`config.mk`:
```
export PLATFORM = sky130hd
export DESIGN_NAME = pwr_supervisor
export DESIGN_NICKNAME = d
export VERILOG_FILES = /design/src/rtl/pwr_sup_pkg.sv /design/src/rtl/pwr_sync.sv /design/src/rtl/pwr_stretch_timer.sv /design/src/rtl/pwr_seal_latch.sv /design/src/rtl/pwr_supervisor.sv
export SDC_FILE = /design/constraint.sdc
export NUM_CORES = 1
export LEC_CHECK = 0
export ABC_CLOCK_PERIOD_IN_PS = 3100
export BUFFER_PORTS_ARGS = -buffer_cell sky130_fd_sc_hd__buf_2
export CORE_ASPECT_RATIO = 0.75
export CORE_UTILIZATION = 40
export CTS_CLUSTER_DIAMETER = 50
export CTS_CLUSTER_SIZE = 20
export DETAILED_ROUTE_END_ITERATION = 12
export GPL_ROUTABILITY_DRIVEN = 1
export PLACE_DENSITY_LB_ADDON = 0.2
export REMOVE_ABC_BUFFERS = 1
export SLEW_MARGIN = 20
export SYNTH_ARGS = -nofsm -noshare
export SYNTH_HDL_FRONTEND = slang
export SYNTH_HIERARCHICAL = 1
export SYNTH_SLANG_ARGS = --single-unit
```
`constraint.sdc`:
```
create_clock -name clk_i -period 3.1 [get_ports clk_i]
set_input_delay 0.62 -clock clk_i [delete_from_list [all_inputs] [get_ports clk_i]]
set_output_delay 0.62 -clock clk_i [all_outputs]
set_load 0.02 [all_outputs]
```
`src/rtl/pwr_sup_pkg.sv`:
```
package pwr_sup_pkg;
  typedef enum logic [1:0] {
    PH_OFF  = 2'd0,
    PH_PROT = 2'd1,
    PH_HOLD = 2'd2,
    PH_RUN  = 2'd3
  } phase_e;
endpackage

```
`src/rtl/pwr_sync.sv`:
```
module pwr_sync #(
  parameter int W = 2
) (
  input  logic         clk_i,
  input  logic         rst_ni,
  input  logic [W-1:0] d_i,
  output logic [W-1:0] q_o
);
  for (genvar i = 0; i < W; i++) begin : g_bit
    logic s1_q, s2_q;
    always_ff @(posedge clk_i or negedge rst_ni) begin
      if (!rst_ni) begin
        s1_q <= 1'b0;
        s2_q <= 1'b0;
      end else begin
        s1_q <= d_i[i];
        s2_q <= s1_q;
      end
    end
    assign q_o[i] = s2_q;
  end
endmodule

```
`src/rtl/pwr_stretch_timer.sv`:
```
module pwr_stretch_timer
  import pwr_sup_pkg::*;
#(
  parameter int RST_CYC = 200,
  parameter int WP_CYC  = 100
) (
  input  logic   clk_i,
  input  logic   rst_ni,
  input  logic   vtp_i,
  output phase_e phase_o
);
  localparam int CNT_W = $clog2(RST_CYC + 1);
  localparam logic [CNT_W-1:0] CNT_END = CNT_W'(RST_CYC);
  localparam logic [CNT_W-1:0] CNT_WP  = CNT_W'(WP_CYC);

  logic [CNT_W-1:0] cnt_q;

  // supply loss wins over any count in progress
  always_ff @(posedge clk_i or negedge rst_ni) begin
    if (!rst_ni)             cnt_q <= '0;
    else if (!vtp_i)         cnt_q <= '0;
    else if (cnt_q != CNT_END) cnt_q <= cnt_q + 1'b1;
  end

  always_comb begin
    if (!vtp_i)                phase_o = PH_OFF;
    else if (cnt_q < CNT_WP)   phase_o = PH_PROT;
    else if (cnt_q < CNT_END)  phase_o = PH_HOLD;
    else                       phase_o = PH_RUN;
  end

  a_r3_cnt_bound: assert property (@(posedge clk_i) disable iff (!rst_ni)
    cnt_q <= CNT_END);

  a_r3_release_from_full_count: assert property (@(posedge clk_i) disable iff (!rst_ni)
    (cnt_q == CNT_END && $past(cnt_q) != CNT_END) |-> $past(cnt_q) == CNT_END - 1'b1);

  a_r8_loss_clears: assert property (@(posedge clk_i) disable iff (!rst_ni)
    !vtp_i |=> cnt_q == '0);
endmodule

```
`src/rtl/pwr_seal_latch.sv`:
```
module pwr_seal_latch (
  input  logic clk_i,
  input  logic fact_clr_ni,
  input  logic vtp_i,
  output logic bat_en_o
);
  logic seal_q;

  // only the factory clear closes the seal
  always_ff @(posedge clk_i or negedge fact_clr_ni) begin
    if (!fact_clr_ni) seal_q <= 1'b0;
    else if (vtp_i)   seal_q <= 1'b1;
  end

  assign bat_en_o = seal_q;

  a_r6_seal_sticky: assert property (@(posedge clk_i) disable iff (!fact_clr_ni)
    seal_q |=> seal_q);

  a_r7_no_open_without_supply: assert property (@(posedge clk_i) disable iff (!fact_clr_ni)
    (!seal_q && !vtp_i) |=> !seal_q);
endmodule

```
`src/rtl/pwr_supervisor.sv`:
```
module pwr_supervisor
  import pwr_sup_pkg::*;
#(
  parameter int CYC_PER_MS = 1000,
  parameter int RST_CYC    = 200 * CYC_PER_MS,
  parameter int WP_CYC     = 100 * CYC_PER_MS
) (
  input  logic clk_i,
  input  logic rst_ni,
  input  logic fact_clr_ni,
  input  logic vtp_ok_i,
  input  logic vsw_ok_i,
  input  logic ce_ni,
  input  logic we_ni,
  output logic mem_ce_no,
  output logic mem_we_no,
  output logic out_dis_o,
  output logic rst_pd_o,
  output logic bat_sel_o,
  output logic bat_en_o
);
  localparam int NFLAG = 2;

  logic [NFLAG-1:0] flags_s;
  logic             vtp_s, vsw_s, wp;
  phase_e           phase;

  pwr_sync #(.W(NFLAG)) u_sync (
    .clk_i (clk_i),
    .rst_ni(rst_ni),
    .d_i   ({vsw_ok_i, vtp_ok_i}),
    .q_o   (flags_s)
  );

  assign vtp_s = flags_s[0];
  assign vsw_s = flags_s[1];

  pwr_stretch_timer #(.RST_CYC(RST_CYC), .WP_CYC(WP_CYC)) u_timer (
    .clk_i  (clk_i),
    .rst_ni (rst_ni),
    .vtp_i  (vtp_s),
    .phase_o(phase)
  );

  pwr_seal_latch u_seal (
    .clk_i      (clk_i),
    .fact_clr_ni(fact_clr_ni),
    .vtp_i      (vtp_s),
    .bat_en_o   (bat_en_o)
  );

  assign wp        = (phase == PH_OFF) || (phase == PH_PROT);
  assign mem_ce_no = wp ? 1'b1 : ce_ni;
  assign mem_we_no = wp ? 1'b1 : we_ni;
  assign out_dis_o = wp;
  assign rst_pd_o  = (phase != PH_RUN);
  assign bat_sel_o = !vsw_s;

  a_r1_blocked_when_low: assert property (@(posedge clk_i) disable iff (!rst_ni)
    !vtp_s |-> (mem_ce_no && mem_we_no && out_dis_o));

  a_r2_reset_on_loss: assert property (@(posedge clk_i) disable iff (!rst_ni)
    $fell(vtp_s) |-> rst_pd_o);

  a_r4_protect_ends_first: assert property (@(posedge clk_i) disable iff (!rst_ni)
    !rst_pd_o |-> !out_dis_o);

  a_r5_battery_below_switch: assert property (@(posedge clk_i) disable iff (!rst_ni)
    !vsw_s |-> bat_sel_o);
endmodule

```
==> impl_metrics.yaml <==
outcome:
  outcome: "finished, final reports clean"
cts:
  post_cts_buffers: 0
  ctsRootBufferMaster: "clkbuf_8"
  cts_tree: "yes"
  clock_sinks: 23
  cts-buffers-inserted: 3
  postCtsHoldBufs: 0
  cts_buffer_depth: 2
  clkSlewWorstSetupHoldPaths_ps: 80
  ctsHtreeMaxLevel: 1
  cts_resized: 0
  clk-insertion-delay-late_ps: 260
layout:
  antennaDiodeCount: 0
  fill_cells: 270
  fin_util_pct: 48.02
  layout_commonest_cell: "dfrtp_1"
  layout_common_cells: "dfrtp_1, nor2_1, buf_2"
  drive_above_1_share_pct: 16.92
  fin_nets: 139
  syn2layout_area_growth_pct: 8.628
  finalNonFillerCells: 166
synthesis:
  synth_top_family_by_area: "simple AND/OR/NAND/NOR gates"
  yosys.area_share.xor_xnor_pct: 8.004
  synth_seq_cells: 23
  yosysSeqAreaShare_pct: 47.82
  synthMuxAreaShare_pct: 0
  syn_area_sq_um: 1204
  synth_cells: 120
  synth-simple-area-share_pct: 28.48
  syn_area_per_cell_sq_um: 10.03
  synth_compound_area_share_pct: 8.940
  ys_types: 36
  synth_fa_ha_area_share_pct: 1.040
  ys.warnings.count: 6
floorplanning:
  dieWidth_um: 65.34
  initial_core_util_pct: 44.21
  ios: 13
  rows: 16
  core_sq_um: 2723
  dieArea_sq_um: 3235
  die_y_um: 49.51
placement:
  io_buffers: 12
  place_ws_ps: 1021
  placed_cells: 162
  gp_congestion: 0.7489
  dp_hpwl_um: 1688
global_route:
  grt_overflow: 0
  grt_antenna_before_repair: 0
  grtUsageTotal_pct: 16.77
  grt_max_degree: 23
  grt_pass1_vias: 856
  grt_pass1_wl_um: 4015
timing:
  finalHoldViolations: 0
  worstMarginPinSlew_ps: 518.6
  finalSetupViolCount: 0
  max_freq_mhz: 419.8
  rsz0062_at_grt: "false"
  fin_ws_ps: 718.1
  maxSlewHeadroom_pct: 65.11
  setup_tns_ps: 0
  slew_violations: 0
  layout_min_cycle_time_ps: 2382
  final.period_utilization_pct: 76.84
  finClkSkew_ps: 3.366
setup_path:
  reg2reg_depth: 4
  start_kind: "flop"
  cp-end-kind: "output port"
  crit_arrival_ps: 1760
  crit_type: "reg -> out"
  worstSetupStartpoint: "u_timer/cnt_q[14]"
  ff2ff_setup_slack_ps: 1370
  crit-reg2reg-launch: "u_timer/cnt_q[2]"
  critPathCapture: "rst_pd_o"
  worstPathRequired_ps: 2480
  r2r-end: "u_timer/cnt_q[3]"
  crit_path_max_fanout: 6
power:
  leakage_nw: 0.5646
  vdd_drop_max_v: 0.0002721
  cellPowerDensity_nw_per_um2: 398.6
route:
  drtAntennaViolNets: 0
  vias_per_cell: 5.440
  drt_iter0_drc: 31
  via_count: 903
  drc_errors: 0
  wl_per_cell_um: 14.05
  first_pass_iters: 4
  routed_wl_um: 2332
flow_run:
  maxCapViolCount: 0
min_path:
  min_path_type: "in -> async"
## flip-flops by register name (all words and copies together), names as in the netlist
register,flops
u_timer/cnt_q,18
u_sync/g_bit.s2_q,2
u_sync/g_bit.s1_q,2
u_seal/bat_en_o,1
## worst max-delay path: stages, from the launching register on
cell     delay (ps)
dfrtp_1         430
nor4_1          520
a21oi_1         150
o21a_1          200
nand2_1          50
buf_2           160
## layout make-up
cell class	count	area (sq um)	area share [%]
Multi-Input combinational cell	85	559.3	42.78
Sequential cell	23	575.6	44.02
Clock buffer	4	45.04	3.445
Tap cell	36	45.04	3.445
Timing Repair Buffer	12	60.06	4.593
Inverter	6	22.52	1.722
## synth_stat cells
cell	count	area, sq um
nand2_1	8	30.03
nor2_1	14	52.55
nand2b_1	2	12.51
nand4_1	4	25.02
nand4_4	2	42.54
xnor2_1	2	17.52
buf_8	1	15.01
a31oi_1	1	6.260
a21oi_1	5	25.02
a21o_1	1	7.510
o31ai_1	1	7.510
inv_1	6	22.52
o21a_1	2	15.01
buf_2	1	5.000
or2_1	1	6.260
nor3_1	1	5.000
nor4_2	1	12.51
or3_1	3	18.77
nand4b_1	1	8.760
o211ai_1	1	7.510
nor4_1	2	12.51
buf_4	3	22.52
nand3b_1	1	7.510
dfrtp_1	23	575.6
nand3_1	5	25.02
or4_1	2	15.01
o21ai_0	6	30.03
o22a_1	1	8.760
and3_1	2	12.51
and2_2	2	15.01
clkbuf_1	1	3.750
xor2_1	9	78.83
and4_4	2	22.52
ha_1	1	12.51
or4b_1	1	10.01
and4_1	1	8.760
## power breakdown
part	internal, W	switching (W)	leakage, nW
Combinational	0.00000806	0.0000171	0.238
Clock	0.0000917	0.0000935	0.0228
Sequential	0.000305	0.00000535	0.304
Total	0.000405	0.000116	0.565
## metal layers
metal	up-vias	part of all wire, %	track usage (%)
li1	442	-	-
met1	440	50	23.70
met2	19	46	25.60
met3	2	3.6	4.861
met4	0	0.56	3.261
met5	-	0	0
## per-stage QoR
step / hold slack, ps / area, sq um / power [W]
floorplan: 324.4 / 1157 / 0.0003274
global placement: 336.0 / 1262 / 0.0003416
detailed placement: 339.7 / 1262 / 0.0003427
CTS: 112.9 / 1308 / 0.0005280
global route: 101.6 / 1308 / 0.0005439
finish: 114.7 / 1308 / 0.0005212
## cell families (layout without fill, tap and decap cells)
family,Yosys count,after routing
buf+inv,12,22
fa+ha+maj,1,1
simple gates,55,55
flops,23,23
compound gates,18,18
xor+xnor,11,11
## how the worst min path moves through the flow
| stage | slack [ps] | depth (start not counted) | to | from |
|---|---|---|---|---|
| after global placement | 340 | 0 | u_sync/g_bit[1].s2_q | u_sync/g_bit[1].s1_q |
| final | 110 | 1 | u_seal/bat_en_o | fact_clr_ni |
| after floorplan | 320 | 0 | u_seal/bat_en_o | fact_clr_ni |
| after detailed placement | 340 | 0 | u_sync/g_bit[0].s2_q | u_sync/g_bit[0].s1_q |
| after global routing | 100 | 1 | u_seal/bat_en_o | fact_clr_ni |
| after CTS | 110 | 1 | u_seal/bat_en_o | fact_clr_ni |
Note: power is estimated with default switching activity, not from simulation.
